===== src/rtl/spp_pkg.sv =====
package spp_pkg;

   typedef enum logic [1:0] {
      LV_ZERO = 2'd0,
      LV_LOW  = 2'd1,
      LV_MID  = 2'd2,
      LV_HIGH = 2'd3
   } lvl_e;

   typedef enum logic [1:0] {
      ST_IDLE = 2'd0,
      ST_KEY  = 2'd1,
      ST_ADDR = 2'd2
   } seq_st_e;

endpackage


===== src/rtl/spp_pulse_meter.sv =====
module spp_pulse_meter
   import spp_pkg::*;
#(
   parameter int LONG_CYC = 16
) (
   input  logic       clk_i,
   input  logic       rst_ni,
   input  logic [1:0] lvl_i,
   output logic       zero_o,
   output logic       mid_end_o,
   output logic       hi_end_o,
   output logic       hi_long_o
);
   localparam int HW = $clog2(LONG_CYC + 1);
   localparam logic [HW-1:0] HMAX = HW'(LONG_CYC);

   lvl_e          cur;
   lvl_e          prev_q;
   logic [HW-1:0] hrun_q;

   assign cur = lvl_e'(lvl_i);

   always_ff @(posedge clk_i or negedge rst_ni) begin
      if (!rst_ni) begin
         prev_q <= LV_ZERO;
         hrun_q <= '0;
      end else begin
         prev_q <= cur;
         if (cur != LV_HIGH)
            hrun_q <= '0;
         else if (prev_q != LV_HIGH)
            hrun_q <= HW'(1);
         else if (hrun_q != HMAX)
            hrun_q <= hrun_q + HW'(1);
      end
   end

   assign zero_o    = (cur == LV_ZERO);
   assign mid_end_o = (prev_q == LV_MID)  && (cur != LV_MID);
   assign hi_end_o  = (prev_q == LV_HIGH) && (cur != LV_HIGH);
   assign hi_long_o = (hrun_q >= HMAX);

endmodule


===== src/rtl/spp_seq_fsm.sv =====
module spp_seq_fsm
   import spp_pkg::*;
#(
   parameter int KEY_MIN   = 7,
   parameter int LOCK_ADDR = 65,
   localparam int AW = $clog2(LOCK_ADDR + 2)
) (
   input  logic          clk_i,
   input  logic          rst_ni,
   input  logic          zero_i,
   input  logic          mid_end_i,
   input  logic          hi_end_i,
   input  logic          hi_long_i,
   input  logic          locked_i,
   output logic          wr_v_o,
   output logic [AW-1:0] wr_addr_o,
   output logic          wr_long_o
);
   localparam int KW = $clog2(KEY_MIN + 1);
   localparam logic [KW-1:0] KMAX = KW'(KEY_MIN);

   seq_st_e       st_q;
   logic [KW-1:0] kcnt_q;
   logic [AW-1:0] acnt_q;

   always_ff @(posedge clk_i or negedge rst_ni) begin
      if (!rst_ni) begin
         st_q   <= ST_IDLE;
         kcnt_q <= '0;
         acnt_q <= '0;
      end else if (zero_i) begin
         st_q   <= ST_IDLE;
         kcnt_q <= '0;
         acnt_q <= '0;
      end else begin
         case (st_q)
            ST_IDLE: begin
               if (hi_end_i && !hi_long_i && !locked_i) begin
                  st_q   <= ST_KEY;
                  kcnt_q <= '0;
               end
            end
            ST_KEY: begin
               if (mid_end_i) begin
                  if (kcnt_q != KMAX) kcnt_q <= kcnt_q + KW'(1);
               end else if (hi_end_i) begin
                  if (kcnt_q == KMAX) begin
                     st_q   <= ST_ADDR;
                     acnt_q <= '0;
                  end else begin
                     st_q <= ST_IDLE;
                  end
               end
            end
            ST_ADDR: begin
               if (mid_end_i) begin
                  if (acnt_q != {AW{1'b1}}) acnt_q <= acnt_q + AW'(1);
               end else if (hi_end_i) begin
                  st_q <= ST_IDLE;
               end
            end
            default: st_q <= ST_IDLE;
         endcase
      end
   end

   assign wr_v_o    = (st_q == ST_ADDR) && hi_end_i && !zero_i;
   assign wr_addr_o = acnt_q;
   assign wr_long_o = hi_long_i;

endmodule


===== src/rtl/spp_bit_store.sv =====
module spp_bit_store #(
   parameter int CODE_W    = 6,
   parameter int LOCK_ADDR = 65,
   localparam int AW = $clog2(LOCK_ADDR + 2)
) (
   input  logic            clk_i,
   input  logic            rst_ni,
   input  logic            zero_i,
   input  logic            wr_v_i,
   input  logic [AW-1:0]   wr_addr_i,
   input  logic            wr_long_i,
   output logic [CODE_W-1:0] code_o,
   output logic [CODE_W:0] fuse_o,
   output logic [CODE_W:0] blow_o
);
   logic [CODE_W-1:0] vol_q;
   logic [CODE_W:0]   fuse_q;
   logic [CODE_W:0]   blow_q;

   for (genvar i = 0; i < CODE_W; i++) begin : g_bit
      logic hit;
      assign hit = wr_v_i && (wr_addr_i == AW'(i + 1));

      always_ff @(posedge clk_i or negedge rst_ni) begin
         if (!rst_ni) begin
            vol_q[i]  <= 1'b0;
            fuse_q[i] <= 1'b0;
            blow_q[i] <= 1'b0;
         end else begin
            if (zero_i)   vol_q[i] <= 1'b0;
            else if (hit) vol_q[i] <= 1'b1;
            if (hit && wr_long_i) fuse_q[i] <= 1'b1;
            blow_q[i] <= hit && wr_long_i;
         end
      end
   end

   logic lock_hit;
   assign lock_hit = wr_v_i && wr_long_i && (wr_addr_i == AW'(LOCK_ADDR));

   always_ff @(posedge clk_i or negedge rst_ni) begin
      if (!rst_ni) begin
         fuse_q[CODE_W] <= 1'b0;
         blow_q[CODE_W] <= 1'b0;
      end else begin
         if (lock_hit) fuse_q[CODE_W] <= 1'b1;
         blow_q[CODE_W] <= lock_hit;
      end
   end

   assign code_o = vol_q | fuse_q[CODE_W-1:0];
   assign fuse_o = fuse_q;
   assign blow_o = blow_q;

endmodule


===== src/rtl/spp_decoder.sv =====
module spp_decoder #(
   parameter int CODE_W    = 6,
   parameter int KEY_MIN   = 7,
   parameter int LONG_CYC  = 16,
   parameter int LOCK_ADDR = 65
) (
   input  logic              clk_i,
   input  logic              rst_ni,
   input  logic [1:0]        lvl_i,
   output logic [CODE_W-1:0] code_o,
   output logic              lock_o,
   output logic [CODE_W:0]   blow_o
);
   localparam int AW = $clog2(LOCK_ADDR + 2);

   if (CODE_W < 1) begin : g_bad_code_w
      $error("CODE_W must be at least 1");
   end
   if (LOCK_ADDR <= CODE_W) begin : g_bad_lock
      $error("LOCK_ADDR must lie above the code bit addresses");
   end
   if (KEY_MIN < 1) begin : g_bad_key
      $error("KEY_MIN must be at least 1");
   end
   if (LONG_CYC < 2) begin : g_bad_long
      $error("LONG_CYC must be at least 2");
   end

   logic          zero, mid_end, hi_end, hi_long;
   logic          wr_v, wr_long;
   logic [AW-1:0] wr_addr;
   logic [CODE_W:0] fuse_q;

   spp_pulse_meter #(.LONG_CYC(LONG_CYC)) meter_i (
      .clk_i     (clk_i),
      .rst_ni    (rst_ni),
      .lvl_i     (lvl_i),
      .zero_o    (zero),
      .mid_end_o (mid_end),
      .hi_end_o  (hi_end),
      .hi_long_o (hi_long)
   );

   spp_seq_fsm #(.KEY_MIN(KEY_MIN), .LOCK_ADDR(LOCK_ADDR)) fsm_i (
      .clk_i     (clk_i),
      .rst_ni    (rst_ni),
      .zero_i    (zero),
      .mid_end_i (mid_end),
      .hi_end_i  (hi_end),
      .hi_long_i (hi_long),
      .locked_i  (fuse_q[CODE_W]),
      .wr_v_o    (wr_v),
      .wr_addr_o (wr_addr),
      .wr_long_o (wr_long)
   );

   spp_bit_store #(.CODE_W(CODE_W), .LOCK_ADDR(LOCK_ADDR)) store_i (
      .clk_i     (clk_i),
      .rst_ni    (rst_ni),
      .zero_i    (zero),
      .wr_v_i    (wr_v),
      .wr_addr_i (wr_addr),
      .wr_long_i (wr_long),
      .code_o    (code_o),
      .fuse_o    (fuse_q),
      .blow_o    (blow_o)
   );

   assign lock_o = fuse_q[CODE_W];

endmodule


===== config.mk =====
export PLATFORM = sky130hd
export DESIGN_NAME = spp_decoder
export DESIGN_NICKNAME = d
export VERILOG_FILES = /design/src/rtl/spp_pkg.sv /design/src/rtl/spp_pulse_meter.sv /design/src/rtl/spp_seq_fsm.sv /design/src/rtl/spp_bit_store.sv /design/src/rtl/spp_decoder.sv
export SDC_FILE = /design/constraint.sdc
export NUM_CORES = 1
export LEC_CHECK = 0
export BUFFER_PORTS_ARGS = -buffer_cell sky130_fd_sc_hd__buf_2
export CORE_MARGIN = 2
export CORE_UTILIZATION = 52
export CTS_CLUSTER_DIAMETER = 60
export DETAILED_ROUTE_END_ITERATION = 7
export PLACE_DENSITY_LB_ADDON = 0.1
export SLEW_MARGIN = 20
export SYNTH_ARGS = -nofsm -noshare
export SYNTH_HDL_FRONTEND = slang
export SYNTH_SLANG_ARGS = --single-unit

===== constraint.sdc =====
create_clock -name clk_i -period 3.4 [get_ports clk_i]
set_input_delay 0.17 -clock clk_i [delete_from_list [all_inputs] [get_ports clk_i]]
set_output_delay 0.17 -clock clk_i [all_outputs]
set_load 0.02 [all_outputs]

==> impl_metrics.py <==
metrics = {
    "run_status": {
        "status": "finished, final reports clean",
    },
    "grt": {
        "grt_pass1_vias": 1406,
        "antenna_found_initial": 0,
        "grt_overflow": 0,
        "grt_max_degree": 40,
        "grt_usage_pct": 19.8,
        "grt_pass1_wl_mm": 6.39,
    },
    "finish": {
        "fill_cells": 289,
        "nets": 220,
        "multi_input_area_um2": 870,
        "drive_above_1_share_pct": 21.8,
        "antenna_cells": 0,
        "layout_common_cells": "dfrtp_1 (39), nand2_1 (20), buf_2 (17)",
        "ff_latch_area_um2": 976,
        "syn_to_final_growth_pct": 13.1,
        "final_common_cell": "dfrtp_1",
    },
    "worst_setup_path": {
        "crit_path_start_kind": "register",
        "cp-startpoint": "fsm_i.wr_addr_o[0]",
        "required_ps": 3660,
        "cp_max_fo": 6,
        "arrival_ps": 2330,
        "critPathKind": "reg -> reg",
        "endpoint_kind": "register",
        "regToRegStartpoint": "fsm_i.wr_addr_o[0]",
    },
    "logic_synthesis": {
        "yosys_warnings": 0,
        "synth.cell_area_um2": 1910,
        "synth-async-reset-ratio_pct": 100,
        "synthesis.nets": 197,
        "seq_area_frac_synth_pct": 51.2,
        "synth.top_cell.area_share_pct": 51.2,
        "ys_ff_latch": 39,
        "synth.distinct_cells": 40,
        "synth_area_leaders": "dfrtp_1 (51%), ha_1 (7.2%), or2_2 (4.3%)",
        "syn_inst": 182,
        "synth_edf_count": 0,
        "synth.largest_area_cell": "dfrtp_1",
        "synthFlopType": "dfrtp_1",
        "syn-mean-instance-area_um2": 10.5,
    },
    "sta": {
        "maxSlewViolCount": 0,
        "worst_pin_slew_ps": 831,
        "relSlewSlack_pct": 44.6,
        "period_needed_ps": 2060,
        "clock.fmax_mhz": 484,
        "setup_violations": 0,
        "period_share_pct": 60.7,
        "finalHoldViolCount": 0,
        "rsz0062_at_grt": "no",
        "finalSetupTns_ps": 0,
        "worst_clock_skew_ps": 3.86,
    },
    "clocking": {
        "clock_latency_ps": 340,
        "clock_path_buffers": 2,
        "post_cts_resized": 0,
        "cts_root_buf": "clkbuf_4",
        "cts_tree": "done",
        "clk_pin_slew_ps": 110,
        "cts_max_level": 2,
        "cts_sinks": 39,
        "numCtsBuffers": 5,
        "postCtsSetupBuffers": 0,
    },
    "run": {
        "cap_violations": 0,
    },
    "power": {
        "power_leakage_nw": 1.03,
        "ir_worst_vdd_mv": 0.200,
        "power_mw": 0.949,
        "power-per-cell-area_nw_per_um2": 441,
    },
    "die": {
        "die_area_um2": 4160,
        "start_util_pct": 55.8,
        "coreArea_um2": 3420,
        "chipHeight_um": 64.5,
        "die-width_um": 64.5,
        "rows": 21,
        "num_io_pins": 18,
    },
    "route": {
        "vias_per_cell": 5.62,
        "post_drt_wl_per_cell_um": 14.5,
        "first_pass_iters": 4,
        "drc": 0,
        "wl_mm": 3.66,
        "ant_nets": 0,
        "drt_iter0_drc": 76,
        "vias": 1415,
    },
    "hold_path": {
        "hp-class": "in -> reg",
        "min-delay-start": "lvl_i[0]",
    },
    "placement": {
        "port_buffers": 17,
        "place_hpwl_mm": 2.74,
        "place.gp.congestion": 0.793,
    },
}
-- logic make-up (layout without fill, tap and decap cells) --
kind of cell	Yosys count	in the layout	share of synthesized area, %
adders and majority gates	11	11	7.22
muxes	5	5	2.63
DFF	39	39	51.2
and+or+nand+nor	81	81	22.5
xor gates and xnor gates	4	4	1.84
buffers and inverters	15	39	3.15
AOI/OAI and AO/OA	27	27	11.5
-- cell type report --
| class | instances | share of cell area, % |
|---|---|---|
| well taps | 46 | 2.67 |
| clock buffers | 6 | 1.92 |
| repair buffers | 19 | 4.88 |
| clock inverters | 2 | 2.79 |
| flip-flops and latches | 39 | 45.3 |
| inverters | 12 | 2.09 |
| multi-input cells | 128 | 40.4 |
-- final timing paths --
| check | endpoint | slack [ps] | depth (start not counted) |
|---|---|---|---|
| worst max register to register | fsm_i.wr_addr_o[5] | 1340 | 6 |
| max in group asynchronous | fsm_i.wr_addr_o[1] | 2430 | 2 |
| min in group asynchronous | meter_i.hrun_q[2] | 450 | 2 |
| worst max-delay path | fsm_i.wr_addr_o[5] | 1340 | 6 |
| worst min-delay path | meter_i.prev_q[0] | 8 | 1 |
| worst min register to register | store_i.fuse_o[4] | 480 | 1 |
-- Yosys cell counts (2+ instances only) --
cell type and count:
nor4_1 4, nand2_1 20, nand4_1 5, xor2_1 2, ha_1 11, a21oi_1 2
nand3_1 7, nor3_1 5, a32o_1 3, or2_2 13, nand2b_1 2, dfrtp_1 39
a21boi_1 2, mux2i_1 5, clkbuf_1 2, xnor2_1 2, inv_1 11, nor2_1 16
or3_1 2, o21ai_0 9
-- power by group --
part | internal [mW] | leakage [nW] | switching [mW]
Combinational | 0.0315 | 0.436 | 0.0617
Sequential | 0.470 | 0.538 | 0.00722
Clock | 0.229 | 0.0525 | 0.149
-- stage by stage --
step	setup WS [ps]	utilization [%]	std cells	hold WS, ps	area, µm²
after detailed placement	1390	59.5	242	316	2030
final	1340	63.1	252	7.84	2150
after global placement	1490	59.5	242	302	2030
after CTS	1360	63.1	252	0.245	2150
after global routing	1260	63.1	252	0.0589	2150
after floorplan	1580	-	182	-126	1910
-- repair_timing --
action                                 in CTS  in global routing
setup endpoints to repair                   0                  0
endpoints found under the hold margin      40                  0
hold buffers                                2                  0
-- critical path, stage by stage, from the launching register on --
cell,delay (ps)
dfrtp_1,450
ha_1,280
nand2_1,110
nor3_1,110
or4_1,540
or3_1,320
a21boi_1,180
-- state kept, by name (all words and copies together), names as in the netlist --
| register | flops |
|---|---|
| meter_i.prev_q | 2 |
| store_i.fuse_o | 7 |
| meter_i.hrun_q | 5 |
| fsm_i.kcnt_q | 3 |
| fsm_i.st_q | 2 |
| fsm_i.wr_addr_o | 7 |
| store_i.blow_o | 7 |
| store_i.vol_q | 6 |
-- per-layer routing --
metal  vias up  part of all wire [%]  global-route usage [%]
met5         -                     0                       0
met4         0                   1.7                    6.38
met3        12                   4.7                    3.99
met2        43                    49                    34.8
met1       673                    45                    24.5
li1        687                     -                       -
Power figures use the tool's default switching activity.
